`config.mk`:
```
export PLATFORM = sky130hd
export DESIGN_NAME = rb_capture_ctrl
export DESIGN_NICKNAME = d
export VERILOG_FILES = /design/src/rtl/rbcap_pkg.sv /design/src/rtl/rbcap_policy.sv /design/src/rtl/rbcap_shadow.sv /design/src/rtl/rbcap_shifter.sv /design/src/rtl/rb_capture_ctrl.sv
export SDC_FILE = /design/constraint.sdc
export NUM_CORES = 1
export LEC_CHECK = 0
export BUFFER_PORTS_ARGS = -buffer_cell sky130_fd_sc_hd__buf_2
export CORE_MARGIN = 1
export CORE_UTILIZATION = 36
export CTS_CLUSTER_DIAMETER = 100
export DETAILED_ROUTE_END_ITERATION = 16
export PLACE_DENSITY_LB_ADDON = 0.15
export SLEW_MARGIN = 15
export SYNTH_ARGS = -nofsm -noshare
export SYNTH_HDL_FRONTEND = slang
export SYNTH_SLANG_ARGS = --single-unit
```
`constraint.sdc`:
```
create_clock -name clk -period 3.2 [get_ports clk]
set_clock_uncertainty 0.15 [all_clocks]
set_input_delay 0.32 -clock clk [delete_from_list [all_inputs] [get_ports clk]]
set_output_delay 0.32 -clock clk [all_outputs]
set_load 0.1 [all_outputs]
```
`src/rtl/rbcap_pkg.sv`:
```
package rbcap_pkg;

    typedef enum logic [1:0] {
        CAP_NONE     = 2'd0,
        CAP_ON_START = 2'd1,
        CAP_ON_USER  = 2'd2,
        CAP_EITHER   = 2'd3
    } cap_mode_e;

    // bit 0 of the policy enables the start source, bit 1 the user source
    function automatic logic uses_start(cap_mode_e m);
        return m[0];
    endfunction

    function automatic logic uses_user(cap_mode_e m);
        return m[1];
    endfunction

    typedef struct packed {
        logic valid;
        logic data;
        logic masked;
        logic miss;
    } rb_beat_t;

endpackage

```
`src/rtl/rbcap_policy.sv`:
```
module rbcap_policy
    import rbcap_pkg::*;
(
    input  cap_mode_e mode,
    input  logic      rb_start,
    input  logic      cap_req_n,
    input  logic      busy,
    output logic      cap_en
);
    logic start_hit;
    logic user_hit;

    always_comb begin
        start_hit = uses_start(mode) && rb_start;
        user_hit  = uses_user(mode) && !cap_req_n;
        cap_en    = !busy && (start_hit || user_hit);
    end
endmodule

```
`src/rtl/rbcap_shadow.sv`:
```
module rbcap_shadow #(
    parameter int          W    = 8,
    parameter logic [W-1:0] INIT = '0
) (
    input  logic         clk,
    input  logic         rst,
    input  logic         cap_en,
    input  logic [W-1:0] live_q,
    output logic [W-1:0] shadow,
    output logic         cap_pulse
);
    always_ff @(posedge clk) begin
        if (rst) begin
            shadow    <= INIT;
            cap_pulse <= 1'b0;
        end else begin
            cap_pulse <= cap_en;
            if (cap_en) shadow <= live_q;
        end
    end

    a_r6_pulse_follows: assert property (@(posedge clk) disable iff (rst)
        cap_en |=> cap_pulse);
    a_r6_pulse_only: assert property (@(posedge clk) disable iff (rst)
        !cap_en |=> !cap_pulse);
endmodule

```
`src/rtl/rbcap_shifter.sv`:
```
module rbcap_shifter
    import rbcap_pkg::*;
#(
    parameter int W = 8
) (
    input  logic         clk,
    input  logic         rst,
    input  logic         rb_start,
    input  logic [W-1:0] shadow,
    input  logic [W-1:0] golden,
    input  logic [W-1:0] used_mask,
    output logic         busy,
    output rb_beat_t     beat
);
    localparam int IW = (W > 1) ? $clog2(W) : 1;
    localparam logic [IW-1:0] LAST = IW'(W - 1);

    logic [IW-1:0] idx;

    always_ff @(posedge clk) begin
        if (rst) begin
            busy <= 1'b0;
            idx  <= '0;
        end else if (!busy) begin
            if (rb_start) begin
                busy <= 1'b1;
                idx  <= '0;
            end
        end else if (idx == LAST) begin
            busy <= 1'b0;
            idx  <= '0;
        end else begin
            idx <= idx + IW'(1);
        end
    end

    logic cur_bit, cur_used, cur_gold;

    always_comb begin
        cur_bit     = shadow[idx];
        cur_used    = used_mask[idx];
        cur_gold    = golden[idx];
        beat.valid  = busy;
        beat.data   = busy && cur_bit;
        beat.masked = busy && cur_used && cur_bit;
        beat.miss   = busy && cur_used && (cur_bit != cur_gold);
    end

    a_r7_advance: assert property (@(posedge clk) disable iff (rst)
        (busy && idx != LAST) |=> (busy && idx == $past(idx) + IW'(1)));
    a_r7_frame_end: assert property (@(posedge clk) disable iff (rst)
        (busy && idx == LAST) |=> !busy);
    a_r7_start_idx: assert property (@(posedge clk) disable iff (rst)
        (!busy && rb_start) |=> (busy && idx == '0));
    a_r10_miss_in_frame: assert property (@(posedge clk) disable iff (rst)
        beat.miss |-> beat.valid);
    a_r9_masked_in_frame: assert property (@(posedge clk) disable iff (rst)
        beat.masked |-> (beat.valid && beat.data));
endmodule

```
`src/rtl/rb_capture_ctrl.sv`:
```
module rb_capture_ctrl
    import rbcap_pkg::*;
#(
    parameter int           W    = 8,
    parameter logic [W-1:0] INIT = '0
) (
    input  logic         clk,
    input  logic         rst,
    input  logic [1:0]   mode,
    input  logic         rb_start,
    input  logic         cap_req_n,
    input  logic [W-1:0] live_q,
    input  logic [W-1:0] golden,
    input  logic [W-1:0] used_mask,
    output logic         cap_pulse,
    output logic [W-1:0] shadow_q,
    output logic         rb_valid,
    output logic         rb_bit,
    output logic         rb_masked,
    output logic         rb_miss
);
    cap_mode_e mode_e;
    logic      busy;
    logic      cap_en;
    rb_beat_t  beat;

    assign mode_e = cap_mode_e'(mode);

    rbcap_policy u_policy (
        .mode      (mode_e),
        .rb_start  (rb_start),
        .cap_req_n (cap_req_n),
        .busy      (busy),
        .cap_en    (cap_en)
    );

    rbcap_shadow #(.W(W), .INIT(INIT)) u_shadow (
        .clk       (clk),
        .rst       (rst),
        .cap_en    (cap_en),
        .live_q    (live_q),
        .shadow    (shadow_q),
        .cap_pulse (cap_pulse)
    );

    rbcap_shifter #(.W(W)) u_shift (
        .clk       (clk),
        .rst       (rst),
        .rb_start  (rb_start),
        .shadow    (shadow_q),
        .golden    (golden),
        .used_mask (used_mask),
        .busy      (busy),
        .beat      (beat)
    );

    assign rb_valid  = beat.valid;
    assign rb_bit    = beat.data;
    assign rb_masked = beat.masked;
    assign rb_miss   = beat.miss;

    a_r8_hold_in_frame: assert property (@(posedge clk) disable iff (rst)
        busy |=> $stable(shadow_q));
    a_r2_none_holds: assert property (@(posedge clk) disable iff (rst)
        (mode_e == CAP_NONE) |=> $stable(shadow_q));
    a_r3_start_captures: assert property (@(posedge clk) disable iff (rst)
        (mode_e == CAP_ON_START && rb_start && !busy) |=> (cap_pulse && shadow_q == $past(live_q)));
    a_r4_user_captures: assert property (@(posedge clk) disable iff (rst)
        (mode_e == CAP_ON_USER && !cap_req_n && !busy) |=> (shadow_q == $past(live_q)));
endmodule

```
**Word-level counts from Yosys, hierarchy flattened**

Index checks and enable logic that the tools add are counted.

- Register bits after elaboration: 13
- Input port bits: 30
- Output and inout port bits: 13
- Logic and storage cells: 31

- Magnitude comparators: 1
- Equal/unequal tests: 2
- Reduce and logical (&&, ||, !) cells: 11
- Add/sub/neg operators: 1
- Multiplexer cells: 12

Operators with widths:

| kind | count |
|---|---|
| $bmux 1 s3 | 3 |
| $mux 3 | 3 |
| $logic_and 1x1->1 | 7 |
| $mux 1 | 6 |
| $lt 3x4->1 const B | 1 |
| $add 3x1->3 const B | 1 |
| $eq 3x3->1 const B | 1 |
| $logic_not 1->1 | 2 |
| $reduce_bool 2->1 | 1 |
| $logic_or 1x1->1 | 1 |
| $ne 1x1->1 | 1 |

**Depth between registers and ports, before layout**

- Word-level depth: 4
- Gate-level depth with buffers: 5
- Gate-level depth less buffers: 5

**Modules after synthesis**

From an unflattened synthesis, not the netlist that was laid out.

- Cells, all modules: 71
- Area, all modules: 748.2 um2

By module, submodules not included:

| module | instances | area an instance (um2) | cells each |
|---|---|---|---|
| rbcap_shifter | 1 | 416.6 | 40 |
| rbcap_shadow | 1 | 312.8 | 28 |
| rbcap_policy | 1 | 18.8 | 3 |

**Worst setup path before layout**

No wires, ideal clock.

- Kind: register to output
- Start: reg u_shift.busy
- End: out rb_miss
- Required time: 2730 ps
- Arrival time: 2875 ps
- Path buffers: 1
- Path slack: -145 ps
- Cell stages (with the launch flop): 6
- Cells stage by stage: dfxtp_1 clkbuf_1 inv_1 a31oi_1 o211ai_1 nor2_1

- Word-level cells in the longest chain between the ends: 2

Ends and longest elaborated chain:

| what | RTL line | RTL |
|---|---|---|
| start, declared | rbcap_shifter.sv:12 | `output logic busy,` |
| start signal, assigned | rbcap_shifter.sv:22 | `busy <= 1'b0;` |
| start signal, assigned | rbcap_shifter.sv:26 | `busy <= 1'b1;` |
| start signal, assigned | rbcap_shifter.sv:30 | `busy <= 1'b0;` |
| $logic_and 1x1->1 (2 in a row) | rbcap_shifter.sv:46 | `beat.miss = busy && cur_used && (cur_bit != cur_gold);` |
| end, declared | rb_capture_ctrl.sv:20 | `output logic rb_miss` |

Every way passes these cells.

**Final worst setup path**

- Start: reg u_shift.idx[0]
- End: out rb_miss

- Word-level cells in the longest chain between the ends: 4
- Elaborated cells on any way between the ends: 9

Ends and longest elaborated chain:

| what | RTL line | RTL |
|---|---|---|
| start, declared | rbcap_shifter.sv:18 | `logic [IW-1:0] idx;` |
| start signal, assigned | rbcap_shifter.sv:33 | `idx <= idx + IW'(1);` |
| $bmux 1 s3, on equally long branches | rbcap_shifter.sv:40, rbcap_shifter.sv:41, rbcap_shifter.sv:42 |  |
| $mux 1, on equally long branches | rbcap_shifter.sv:40, rbcap_shifter.sv:41, rbcap_shifter.sv:42 |  |
| $ne 1x1->1 or $logic_and 1x1->1 (tied branches) | rbcap_shifter.sv:46 |  |
| $logic_and 1x1->1 (*) | rbcap_shifter.sv:46 |  |

Mark *: on every way between the ends. The rest lies on a longest branch, timed or not. The select of a mux whose other input is x is not followed.

==> results.txt <==
- Run status: complete, no violations
- In the detailed route, the total length drawn on met3 is 74 µm.
- In this run the static leakage power is 0.4467 nW.
* Final Hold Vio Count: 0
* Routed len/inst: 11.76 µm
* Placer congestion estimate: roughly 0.68
- Port buffer count: 42
- In the synthesized netlist the dominant register cell turns out to be sky130_fd_sc_hd__dfxtp_1.
- The wire-length estimate of the detail-placed layout is 1226 µm.
* Smallest setup slack after layout: 0.4589 ns
* Depth of the most critical reg-to-reg path: 4
- Level count of the clock H-tree: 1
- Signed area change from the synthesized netlist to the final layout: 34.68%
* Number of flops mapped to enable cells by yosys: 0
- The cell sitting at the root of the clock tree is a sky130_fd_sc_hd__clkbuf_4.
- DIE AREA: around 2200 µm²
- Fin util: 0.5368
- Count of unresolved DRC violations after routing: 0
* Worst hold path depth: 3
- Setup repair after global routing left no endpoint under its margin.
- The clock drives 13 sinks.
- Sequential share of the synthesized area: 0.3662
- For the finished layout, the period the worst path requires is 2.741 ns.
* Maximum vdd drop: 0.2723 mV
* Data arrival, critical path: 2.27 ns
- Post-Syn Area: between 700 and 800 µm²
- The detailed router put a total of 614 µm of wire on met1.
- After global routing the overflow that remains totals 0.
- The final count of pins violating max slew is 0.
- Row count: 15
- Final-layout fill cell count: about 170
* Setup-failing EPs final: 0
- Type of the tightest min-delay check: input port to flip-flop
- Relative max-transition margin: 0.5855
- The number of nets in the synthesized netlist is slightly below 100.
- Top routing layer in use: met4
- CP Capture Type: output port
* Number of library cell types mapped by synthesis: 21
- First-pass detailed-route iteration total: 4
* Overall die height: 46.43 µm
- Class of the most critical setup path: flip-flop to output port
* I/O pins: 43
* Met2 WL: 877 µm
* Per-cell via count in the routed design: 4.858
- After the flow finishes, the layout carries non-filler instances totaling 134.
- In this run the power density over the cells is 445.4 nW/µm².
- For this block, the initial DRC count from the detailed router was 7.
- In the synthesized netlist, the number of instances is 67.
* Final #Nets: approximately 140
- Highest fanout seen on the critical path: 10
- Before CTS, the worst setup slack after placement is between 0.7 and 0.8 ns.
- For the final routed database, the setup TNS stands at 0 ns.
- Once detail routing completed, the nets flagged for antenna violations numbered 0.
- At the pin with the least slew margin, the transition time is 0.6218 ns.
- Post-CTS Setup Bufs: 0
- In the final layout, flip-flops and latches occupy between 200 and 300 µm².
* Quantity of hold-fixing buffers added after cts: 0
* CTS tree: done
* DP Area: 929.6 µm²
* Final cycle utilization of the critical path: 0.8566
* Clock buffer count from CTS: 3
* Multi-input combinational cell area: 424.2 µm²
- CORE AREA: 1783 µm²
* First-pass GRT wire length: 2380 µm
* Proportion of register bits with asynchronous set or reset after synthesis: 0
* Post-layout instance area: 957.2 µm²
- Max-cap violations in this run came to 0.
* Critical path required time: 2.73 ns
* Initial cell density of the core: 0.3986
- Total vias in the final route: about 650
* Warnings, synthesis: 0
* Highest clock frequency the design can meet: 364.8 MHz
* Dpl cells: 130
- Width of the chip: 46.43 µm
* Fraction of layout cells with a size suffix above 1: 0.4862
* Clk slew on worst S/H paths: 0.08 ns
* Post-synthesis average cell area: approximately 11 µm²
* Via count of the first global-routing pass: 556
- For this run, the total global-route usage over all layers was measured as 0.1652.
- Pin count of the biggest net entering global routing: 14
- The initial antenna violation count is 0.
* Crit start category: flip-flop
- Clock latency on the worst-skew pair, taken at its later pin, is 0.28 ns.
* Max Buffers Root-to-Sink: 2
* Final routed wirelength across all metal layers: around 1600 µm
- 0 antenna diodes ended up in the layout.
- In this run, post-CTS repair resized a total of 0 instances.
- Register bit count reported by yosys: 13
## synthesized netlist by cell type (2+ instances only)
master / number / area, µm²
sky130_fd_sc_hd__mux4_2: 5 / 112.6
sky130_fd_sc_hd__dfxtp_1: 13 / 260.3
sky130_fd_sc_hd__nor2_1: 15 / 56.30
sky130_fd_sc_hd__nor3b_1: 2 / 15.01
sky130_fd_sc_hd__clkbuf_1: 3 / 11.26
sky130_fd_sc_hd__mux2i_1: 11 / 110.1
sky130_fd_sc_hd__a21oi_1: 3 / 15.01
sky130_fd_sc_hd__ha_1: 2 / 25.02
## sequential cells by signal, indices dropped and copies added, names as in the netlist
signal / count
u_shadow.shadow: 8
u_shift.busy: 1
u_shadow.cap_pulse: 1
u_shift.idx: 3
## power breakdown
part           leakage (nW)  internal [mW]  switching (mW)  total, mW
combinational         0.322         0.0435          0.0967      0.140
sequential            0.107          0.171          0.0114      0.182
clock                0.0177         0.0464          0.0573      0.104
total                 0.447          0.261           0.165      0.426
## per-layer routing
metal	track usage	vias up
li1	-	323
met2	0.2917	16
met4	0.07059	0
met3	0.05882	2
met1	0.1735	310
met5	0	-
## logic make-up after synthesis
logic type,synth area share
simple gates,0.1408
mux,0.3451
flops,0.3662
compound gates,0.06339
buf+inv,0.03696
fa+ha+maj,0.03521
xor+xnor,0.01233
## worst paths after layout
check                                                      from                         endpoint  slack (ns)
worst max-delay path                u_shift.idx[0]$_SDFFE_PP0P_                          rb_miss        0.46
worst min-delay path                                  live_q[1]  u_shadow.shadow[1]$_SDFFE_PP0P_        0.12
worst max register to register      u_shift.idx[0]$_SDFFE_PP0P_      u_shift.idx[2]$_SDFFE_PP0P_        1.68
worst min register to register  u_shadow.shadow[5]$_SDFFE_PP0P_  u_shadow.shadow[5]$_SDFFE_PP0P_        0.38
## cell type report
class,instances,share of cell area
clock buffers,3,0.02353
repair buffers,42,0.2196
well taps,25,0.03268
clock inverters,1,0.005229
inverters,1,0.003922
multi-input cells,49,0.4431
flip-flops and latches,13,0.2719
## per-stage QoR
stage          hold slack (ns)  power [mW]
4_1_cts                 0.1083      0.4323
3_5_place_dp            0.3569      0.3272
3_3_place_gp            0.3470      0.3248
5_1_grt                 0.1088      0.4479
2_1_floorplan           0.2416      0.2955
6_report                0.1178      0.4263
## worst max-delay path, stage by stage (launching register included)
cell and delay [ns]:
sky130_fd_sc_hd__dfxtp_1 0.61, sky130_fd_sc_hd__mux4_2 0.59, sky130_fd_sc_hd__mux2i_4 0.20, sky130_fd_sc_hd__xnor2_1 0.09, sky130_fd_sc_hd__nor2_1 0.07, sky130_fd_sc_hd__buf_2 0.42
## cell usage in the layout (no fill, tap or decap)
cell type                   n
sky130_fd_sc_hd__nor3b_1    2
sky130_fd_sc_hd__a211oi_1   1
sky130_fd_sc_hd__nand3b_1   1
sky130_fd_sc_hd__xnor2_1    1
sky130_fd_sc_hd__a21oi_1    3
sky130_fd_sc_hd__clkinv_2   1
sky130_fd_sc_hd__a31oi_1    1
sky130_fd_sc_hd__mux2i_4    1
sky130_fd_sc_hd__clkbuf_4   3
sky130_fd_sc_hd__buf_2     42
sky130_fd_sc_hd__nor3_1     1
sky130_fd_sc_hd__ha_1       2
sky130_fd_sc_hd__nand2_1    1
sky130_fd_sc_hd__nand2b_1   1
sky130_fd_sc_hd__mux2i_1   11
sky130_fd_sc_hd__a21oi_2    1
sky130_fd_sc_hd__dfxtp_1   13
sky130_fd_sc_hd__o211ai_1   1
sky130_fd_sc_hd__nor2b_1    1
sky130_fd_sc_hd__mux4_2     5
sky130_fd_sc_hd__nor2_1    15
sky130_fd_sc_hd__inv_1      1
No activity file was read; power rests on OpenSTA's default activity.
